### src/rtl/cnt8_pkg.sv
package cnt8_pkg;
  typedef enum logic [1:0] {
    MODE_HALT  = 2'b00,
    MODE_EVENT = 2'b01,
    MODE_TIMER = 2'b10,
    MODE_PULSE = 2'b11
  } tmode_e;

  typedef enum logic {
    PW_WAIT = 1'b0,
    PW_MEAS = 1'b1
  } pw_state_e;

  localparam int CTRL_W     = 8;
  localparam int CTL_MODE_HI = 7;
  localparam int CTL_MODE_LO = 6;
  localparam int CTL_RUN     = 5;
  localparam int CTL_EDGE    = 3;
endpackage

### src/rtl/cnt8_pin_sync.sv
module cnt8_pin_sync #(
  parameter int STAGES = 2
) (
  input  logic clk,
  input  logic rst_n,
  input  logic pin_i,
  output logic level_o,
  output logic rise_o,
  output logic fall_o
);
  localparam int LAST = STAGES;

  logic [LAST:0] chain_q;

  always_ff @(posedge clk or negedge rst_n) begin
    if (!rst_n) chain_q <= '0;
    else        chain_q <= {chain_q[LAST-1:0], pin_i};
  end

  assign level_o = chain_q[LAST-1];
  assign rise_o  = chain_q[LAST-1] & ~chain_q[LAST];
  assign fall_o  = ~chain_q[LAST-1] & chain_q[LAST];
endmodule

### src/rtl/cnt8_pw_fsm.sv
module cnt8_pw_fsm
  import cnt8_pkg::*;
(
  input  logic clk,
  input  logic rst_n,
  input  logic armed_i,
  input  logic edge_hi_i,
  input  logic rise_i,
  input  logic fall_i,
  input  logic tick_i,
  output logic step_o,
  output logic done_o
);
  pw_state_e st_q, st_d;
  logic start_w, stop_w;

  assign start_w = edge_hi_i ? rise_i : fall_i;
  assign stop_w  = edge_hi_i ? fall_i : rise_i;

  always_comb begin
    st_d   = st_q;
    done_o = 1'b0;
    if (!armed_i) begin
      st_d = PW_WAIT;
    end else begin
      case (st_q)
        PW_WAIT: if (start_w) st_d = PW_MEAS;
        PW_MEAS: if (stop_w) begin
          st_d   = PW_WAIT;
          done_o = 1'b1;
        end
        default: st_d = PW_WAIT;
      endcase
    end
  end

  assign step_o = armed_i && tick_i &&
                  (((st_q == PW_WAIT) && start_w) || ((st_q == PW_MEAS) && !stop_w));

  always_ff @(posedge clk or negedge rst_n) begin
    if (!rst_n) st_q <= PW_WAIT;
    else        st_q <= st_d;
  end
endmodule

### src/rtl/cnt8_core.sv
module cnt8_core #(
  parameter int W = 8
) (
  input  logic         clk,
  input  logic         rst_n,
  input  logic         step_i,
  input  logic         pre_wr_i,
  input  logic [W-1:0] pre_data_i,
  input  logic         clr_i,
  output logic [W-1:0] count_o,
  output logic [W-1:0] preload_o,
  output logic         ovf_o,
  output logic         flag_o,
  output logic         div_o
);
  localparam logic [W-1:0] TOP = '1;

  logic [W-1:0] cnt_q, pre_q;
  logic         flag_q, div_q;

  assign ovf_o = step_i && (cnt_q == TOP);

  always_ff @(posedge clk or negedge rst_n) begin
    if (!rst_n) begin
      cnt_q  <= '0;
      pre_q  <= '0;
      flag_q <= 1'b0;
      div_q  <= 1'b0;
    end else begin
      if (pre_wr_i) pre_q <= pre_data_i;
      if (ovf_o)       cnt_q <= pre_q;
      else if (step_i) cnt_q <= cnt_q + 1'b1;
      if (ovf_o)       flag_q <= 1'b1;
      else if (clr_i)  flag_q <= 1'b0;
      if (ovf_o) div_q <= ~div_q;
    end
  end

  assign count_o   = cnt_q;
  assign preload_o = pre_q;
  assign flag_o    = flag_q;
  assign div_o     = div_q;
endmodule

### src/rtl/cnt8_timer.sv
module cnt8_timer
  import cnt8_pkg::*;
#(
  parameter int W           = 8,
  parameter int SYNC_STAGES = 2
) (
  input  logic         clk,
  input  logic         rst_n,
  input  logic         int_tick,
  input  logic         ext_pin,
  input  logic         wr_en,
  input  logic         wr_sel,
  input  logic [7:0]   wr_data,
  input  logic         irq_clr,
  output logic [W-1:0] data_rd,
  output logic [7:0]   ctrl_rd,
  output logic         irq_flag,
  output logic         div_out
);
  tmode_e mode_q;
  logic   run_q, edge_hi_q;
  logic   pin_lvl, pin_rise, pin_fall;
  logic   pw_step, pw_done, step_w;
  logic   ovf_w;
  logic [W-1:0] preload_w;
  logic   ctl_wr, dat_wr;
  logic   unused_bits;

  assign ctl_wr      = wr_en &&  wr_sel;
  assign dat_wr      = wr_en && !wr_sel;
  assign unused_bits = ^{wr_data[4], wr_data[2:0], pin_lvl};

  always_ff @(posedge clk or negedge rst_n) begin
    if (!rst_n) begin
      mode_q    <= MODE_HALT;
      run_q     <= 1'b0;
      edge_hi_q <= 1'b1;
    end else if (ctl_wr) begin
      mode_q    <= tmode_e'(wr_data[CTL_MODE_HI:CTL_MODE_LO]);
      run_q     <= wr_data[CTL_RUN];
      edge_hi_q <= wr_data[CTL_EDGE];
    end else if (pw_done) begin
      run_q <= 1'b0;
    end
  end

  assign ctrl_rd = {mode_q, run_q, 1'b0, edge_hi_q, 3'b000};

  cnt8_pin_sync #(.STAGES(SYNC_STAGES)) sync_i (
    .clk    (clk),
    .rst_n  (rst_n),
    .pin_i  (ext_pin),
    .level_o(pin_lvl),
    .rise_o (pin_rise),
    .fall_o (pin_fall)
  );

  cnt8_pw_fsm pw_i (
    .clk      (clk),
    .rst_n    (rst_n),
    .armed_i  (run_q && (mode_q == MODE_PULSE)),
    .edge_hi_i(edge_hi_q),
    .rise_i   (pin_rise),
    .fall_i   (pin_fall),
    .tick_i   (int_tick),
    .step_o   (pw_step),
    .done_o   (pw_done)
  );

  always_comb begin
    step_w = 1'b0;
    if (run_q) begin
      case (mode_q)
        MODE_EVENT: step_w = edge_hi_q ? pin_rise : pin_fall;
        MODE_TIMER: step_w = int_tick;
        MODE_PULSE: step_w = pw_step;
        default:    step_w = 1'b0;
      endcase
    end
  end

  cnt8_core #(.W(W)) core_i (
    .clk       (clk),
    .rst_n     (rst_n),
    .step_i    (step_w),
    .pre_wr_i  (dat_wr),
    .pre_data_i(wr_data[W-1:0]),
    .clr_i     (irq_clr),
    .count_o   (data_rd),
    .preload_o (preload_w),
    .ovf_o     (ovf_w),
    .flag_o    (irq_flag),
    .div_o     (div_out)
  );
endmodule

### config.mk
export PLATFORM = sky130hd
export DESIGN_NAME = cnt8_timer
export DESIGN_NICKNAME = d
export VERILOG_FILES = /design/src/rtl/cnt8_pkg.sv /design/src/rtl/cnt8_pin_sync.sv /design/src/rtl/cnt8_pw_fsm.sv /design/src/rtl/cnt8_core.sv /design/src/rtl/cnt8_timer.sv
export SDC_FILE = /design/constraint.sdc
export NUM_CORES = 1
export LEC_CHECK = 0
export BUFFER_PORTS_ARGS = -buffer_cell sky130_fd_sc_hd__buf_2
export CAP_MARGIN = 20
export CORE_MARGIN = 2
export CORE_UTILIZATION = 56
export DETAILED_ROUTE_END_ITERATION = 6
export PLACE_DENSITY = 0.83
export SYNTH_ARGS = -nofsm -noshare
export SYNTH_HDL_FRONTEND = slang
export SYNTH_SLANG_ARGS = --single-unit
### constraint.sdc
create_clock -name clk -period 3.8 [get_ports clk]
set_clock_uncertainty 0.05 [all_clocks]
set_input_delay 0.38 -clock clk [delete_from_list [all_inputs] [get_ports clk]]
set_output_delay 0.38 -clock clk [all_outputs]
set_load 0.005 [all_outputs]
==> results.cfg, run 1 <==
[sta]
slew_headroom = 0.565
setup_violations = 0
postLayoutSetupSlackWorst_ns = 1.76
max_freq_mhz = 490
rsz0062_at_grt = no
whs_ns = 0.120
fin_setup_tns_ns = 0
finalCriticalPeriod_ns = 2.04
period_share = 0.537
slew_viol_final = 0
hold_viol_final = 0
worst_pin_slew_ns = 0.652

[drt]
dr.pass1.iters = 4
wl_met2_mm = 1.35
drc_errors = 0
highest_layer = met4
wl_per_cell_um = 15.3
ant_nets = 0
vias = 1134
first_iter_violations = 44
met1_length_mm = 1.25
vias_per_cell = 6.06
route.met3.wl_um = 209
routed_wl_mm = 2.86

[global_routing]
gr-total-overflow = 0
grt_pass1_wl_mm = 4.60
track_usage = 0.222
grt_max_degree = 27
antenna_found_initial = 0
grt_pass1_vias = 999

[critical_path]
r2r-end = core_i.count_o[1]
end_kind = register
cp.arrival_ns = 2.21
r2r_slack_ns = 1.76
r2r-start = edge_hi_q
path_class = register to register
worstPathRequired_ns = 3.96
reg2reg_depth = 5
critPathMaxFanout = 9
critPathLaunchType = register

[pwr]
power.density_nw_per_um2 = 424
swShare = 0.328
vdd_drop_max_mv = 0.272
p_clk_frac = 0.180
p_seq_frac = 0.577
switchingPower_w = 0.000216
total_power_w = 0.000659
p_leak_nw = 0.754
pwr-share-comb = 0.242
intPower_w = 0.000443

[finish]
mostFrequentLayoutCell = buf_2
nFillCells = 207
layout_common_cells = buf_2 (28), dfrtp_1 (25), and3_1 (13)
syn2layout_area_growth_pct = 11.9
drive_gt1_frac = 0.306
nNetsFinal = 174
diodes = 0

[worst_hold_path]
min_path_cells = 1
worstHoldStart = ext_pin
whs_endpoint = sync_i.chain_q[0]
hp-class = primary input to register

[outcome]
outcome = finished clean

[logic_synthesis]
async_reset_ff_frac = 1.00
ys_seq_area_frac = 0.470
synth_cells = 131
yosys_warnings = 0
avgSynthCellArea_um2 = 10.6
ys_types = 40
syn-cell-area_um2 = 1390
yosys_most_used_dff = dfrtp_1
synth_seq_cells = 26
synth-edff-count = 0

[die]
die_h_um = 53.8
dieArea_um2 = 2890
start_util = 0.576
io_pins = 33
rows = 18
core-area_um2 = 2410
die_x_um = 53.8

[placement]
pre_cts_ws_ns = 1.79
port_buffers = 28
globalplace.congestion = 0.892
hpwl_mm = 2.10

[clock_tree]
clkLatencyLatePin_ns = 0.31
cts_tree = yes
cts_setup_buffers = 0
cts.sinks = 26
cts_max_path_buffers = 2
cts.clk_slew.worst_paths_ns = 0.14
numCtsBuffers = 3
clockRootBuffer = clkbuf_4
cts_max_level = 1
ctsResizeCount = 0

[run]
maxCapViolCount = 0
==> Yosys cell counts, types with 3 or more instances <==
library cell  number  share of area
a21oi_1            4          0.014
a311oi_1           4          0.025
a31oi_1            4          0.018
and3_1            13          0.059
and4_1             3          0.019
buf_4              6          0.032
clkbuf_1           3         0.0081
dfrtp_1           25           0.45
inv_1              3         0.0081
mux2_2            11          0.089
mux2i_1            3          0.022
nand2_1            9          0.024
nand3_1            5          0.018
nand4_1            4          0.018
nor2_1             4          0.011
o21ai_0            3          0.011
==> power groups by stage <==
stage | logic (W) | registers (W) | clock network (W)
2_1_floorplan | 0.000106 | 0.000369 | 0
3_3_place_gp | 0.000155 | 0.000382 | 0
3_5_place_dp | 0.000158 | 0.000385 | 0
4_1_cts | 0.000161 | 0.000379 | 0.000125
5_1_grt | 0.000181 | 0.000391 | 0.000136
6_report | 0.000160 | 0.000380 | 0.000119
==> area by class of cell <==
class | count | area [um2] | share of cell area
Tap cell | 30 | 37.5 | 0.0242
Inverter | 3 | 11.3 | 0.00725
Timing Repair Buffer | 29 | 150 | 0.0967
Multi-Input combinational cell | 95 | 676 | 0.435
Sequential cell | 26 | 652 | 0.420
Clock buffer | 4 | 26.3 | 0.0169
==> sequential cells by signal, summed over array words and instances, names as in the netlist, 2 cells and up <==
| signal | cells |
|---|---|
| core_i.count_o | 8 |
| core_i.preload_o | 8 |
| mode_q | 2 |
| sync_i.chain_q | 3 |
==> metal layers <==
layer	global-route usage	vias up
met2	0.356	62
li1	-	534
met4	0.0769	0
met5	0	-
met3	0.0278	8
met1	0.309	530
==> worst max-delay path by stage <==
stage                                 start           endpoint  slack [ns]
after floorplan           core_i.count_o[0]  core_i.count_o[6]        1.93
after global placement            edge_hi_q  core_i.count_o[1]        1.85
after global routing              edge_hi_q  core_i.count_o[1]        1.64
after CTS                         edge_hi_q  core_i.count_o[1]        1.77
after detailed placement          edge_hi_q  core_i.count_o[1]        1.79
final                             edge_hi_q  core_i.count_o[1]        1.76
==> stage by stage <==
step                      cell area, um2   util  instances
final                               1550  0.644        187
after global placement              1520  0.629        182
after global routing                1550  0.644        187
after floorplan                     1400      -        134
after detailed placement            1520  0.629        182
after CTS                           1550  0.644        187
==> worst max-delay path, stage by stage, from the launching register on <==
cell	delay (ns)
dfstp_2	0.60
mux2i_1	0.11
and3_1	0.22
nor2_2	0.30
a22o_1	0.33
mux2_1	0.34
==> logic make-up after synthesis <==
kind of cell,count (synthesis),share of synthesized area
adders and majority gates,1,0.00902
muxes,16,0.130
xor gates and xnor gates,1,0.00631
buffers and inverters,13,0.0514
other,1,0.00270
AOI/OAI and AO/OA,25,0.133
and+or+nand+nor,48,0.197
DFF,26,0.470
==> what timing repair did <==
item | CTS | global route
hold buffers | 1 | 0
setup endpoints to repair | 0 | 0
hold endpoints to repair | 13 | 0
Note: power is estimated with default switching activity, not from simulation.
==> inputs of run 2 (changes only) <==
Settings changed: CORE_UTILIZATION 56 to 47, PLACE_DENSITY 0.83 to 0.74.
Clock period 3.8 ns to 1.7 ns, I/O delays scaled along.
==> run 2 against run 1 <==
Net effect:
- the flow now finishes with violations (negative setup slack)
- non-clock buffer count is 24 higher
- final area is 21% higher
- sequential share of layout area is 7.1 points lower
- die area is 18% higher
- critical path type unchanged
- largest power group unchanged
==> results.cfg, run 2 (same netlist as run 1, synthesis figures left out) <==
[clock_tree]
clockRootBuffer = clkbuf_4
cts.sinks = 26
cts_max_path_buffers = 2
cts_max_level = 1
numCtsBuffers = 3
clkLatencyLatePin_ns = 0.33
cts_tree = yes
cts.clk_slew.worst_paths_ns = 0.15

[finish]
multiInputGateArea_um2 = 767
regArea_um2 = 653
nFillCells = 214
diodes = 0
mostFrequentLayoutCell = buf_2
nNetsFinal = 198
drive_gt1_frac = 0.464
syn2layout_area_growth_pct = 34.9
layout.cells.non_filler = 212
layout_common_cells = buf_2 (28), dfrtp_1 (24), buf_4 (17)

[critical_path]
end_kind = register
critPathSlowestCell = dfrtp_2
path_class = register to register
cp_num_buf_inv = 0
cp.arrival_ns = 1.92
reg2reg_depth = 5
cp_slowest_stage_delay_ns = 0.44
r2r-end = core_i.count_o[6]
critPathMaxFanout = 6
worst_path_dominant_cell_family = simple AND/OR/NAND/NOR gates
r2r-start = sync_i.chain_q[2]
path_cells = or3b_4, a21oi_4, and4_1, a41oi_2, mux2_4
r2r_slack_ns = -0.05
worstPathRequired_ns = 1.87
critPathLaunchType = register

[die]
rows = 19
io_pins = 33
die_x_um = 58.3
dieArea_um2 = 3400
core-area_um2 = 2780
die_h_um = 58.3
start_util = 0.499

[global_routing]
grt_max_degree = 27
gr-usage-met1 = 0.328
grt_pass1_wl_mm = 5.51
grt_util_met2 = 0.321
met3_usage = 0.0264
grt_pass1_vias = 1133
antenna_found_initial = 0
track_usage = 0.216
gr-total-overflow = 0
top_usage_layer = met1

[sta]
finalCriticalPeriod_ns = 1.75
slew_viol_final = 0
setup_violations = 4
period_share = 1.03
rsz0062_at_grt = yes
worst_pin_slew_ns = 0.577
hold_viol_final = 0
whs_ns = 0.0249
max_freq_mhz = 573
postLayoutSetupSlackWorst_ns = -0.0462
slew_headroom = 0.615
fin_setup_tns_ns = -0.106

[outcome]
violations = negative setup slack
outcome = finished, violations left

[pwr]
vdd_drop_max_mv = 0.880
p_leak_nw = 0.898
power.density_nw_per_um2 = 981

[worst_hold_path]
min_path_cells = 2
worstHoldStart = wr_data[7]
whs_endpoint = core_i.preload_o[7]
hp-class = primary input to register

[drt]
vias = 1216
wl_per_cell_um = 15.6
dr.pass1.iters = 5
vias_per_cell = 5.74
first_iter_violations = 47
routed_wl_mm = 3.32
drc_errors = 0
ant_nets = 0

[placement]
globalplace.congestion = 0.940
port_buffers = 28
hpwl_mm = 2.48
dpl.cell_count = 199

[run]
maxCapViolCount = 0
-- run 2: cell types whose count changed in the layout (fill, tap and decap cells not counted), sizes merged --
cell | before | now
buf | 28 | 46
bufinv | 0 | 1
clkbuf | 4 | 3
dlygate4sd3 | 1 | 7
-- run 2: metal layers --
layer  share of wire  wire [um]  up-vias
li1                -          -      587
met1            0.47       1560      587
met2            0.46       1540       37
met3           0.053        175        5
met4           0.012         39        0
met5               0          0        -
-- run 2: cell type report --
type	count	area share
multi-input cells	95	0.410
flip-flops and latches	26	0.349
repair buffers	53	0.186
well taps	31	0.0207
clock inverters	1	0.0160
clock buffers	3	0.0120
inverters	3	0.00602
-- run 2: how the worst max path moves through the flow --
stage | slack [ns] | to | cells after the start | start
floorplan | -0.05 | core_i.count_o[6] | 6 | core_i.count_o[0]
global placement | -0.007 | core_i.count_o[2] | 6 | sync_i.chain_q[2]
detailed placement | -0.05 | core_i.count_o[2] | 6 | sync_i.chain_q[2]
CTS | -0.05 | core_i.count_o[2] | 6 | sync_i.chain_q[2]
global route | -0.12 | core_i.count_o[6] | 5 | sync_i.chain_q[2]
finish | -0.05 | core_i.count_o[6] | 5 | sync_i.chain_q[2]
-- run 2: where the power goes --
group	switching, W	internal [W]	leakage (nW)	total (W)
combinational	0.000283	0.000323	0.549	0.000605
clock	0.000192	0.000239	0.0279	0.000430
sequential	0.0000859	0.000716	0.321	0.000801
total	0.000560	0.00128	0.898	0.00184
-- run 2: metrics by stage --
stage                     instance area (um2)  total power [W]  utilization  worst slack (ns)
final                                    1870          0.00184        0.673           -0.0462
after global routing                     1870          0.00196        0.673            -0.119
after CTS                                1750          0.00178        0.629           -0.0541
after detailed placement                 1660          0.00134        0.597           -0.0469
after global placement                   1660          0.00133        0.597          -0.00656
after floorplan                          1420          0.00109            -           -0.0488
-- run 2: what timing repair did --
action                     4_1_cts  5_1_grt
setup endpoints to repair        8       10
setup buffers                    0        2
pin swaps                        0        2
hold endpoints to repair        27        4
resized for setup                1       14
hold buffers                     3        4
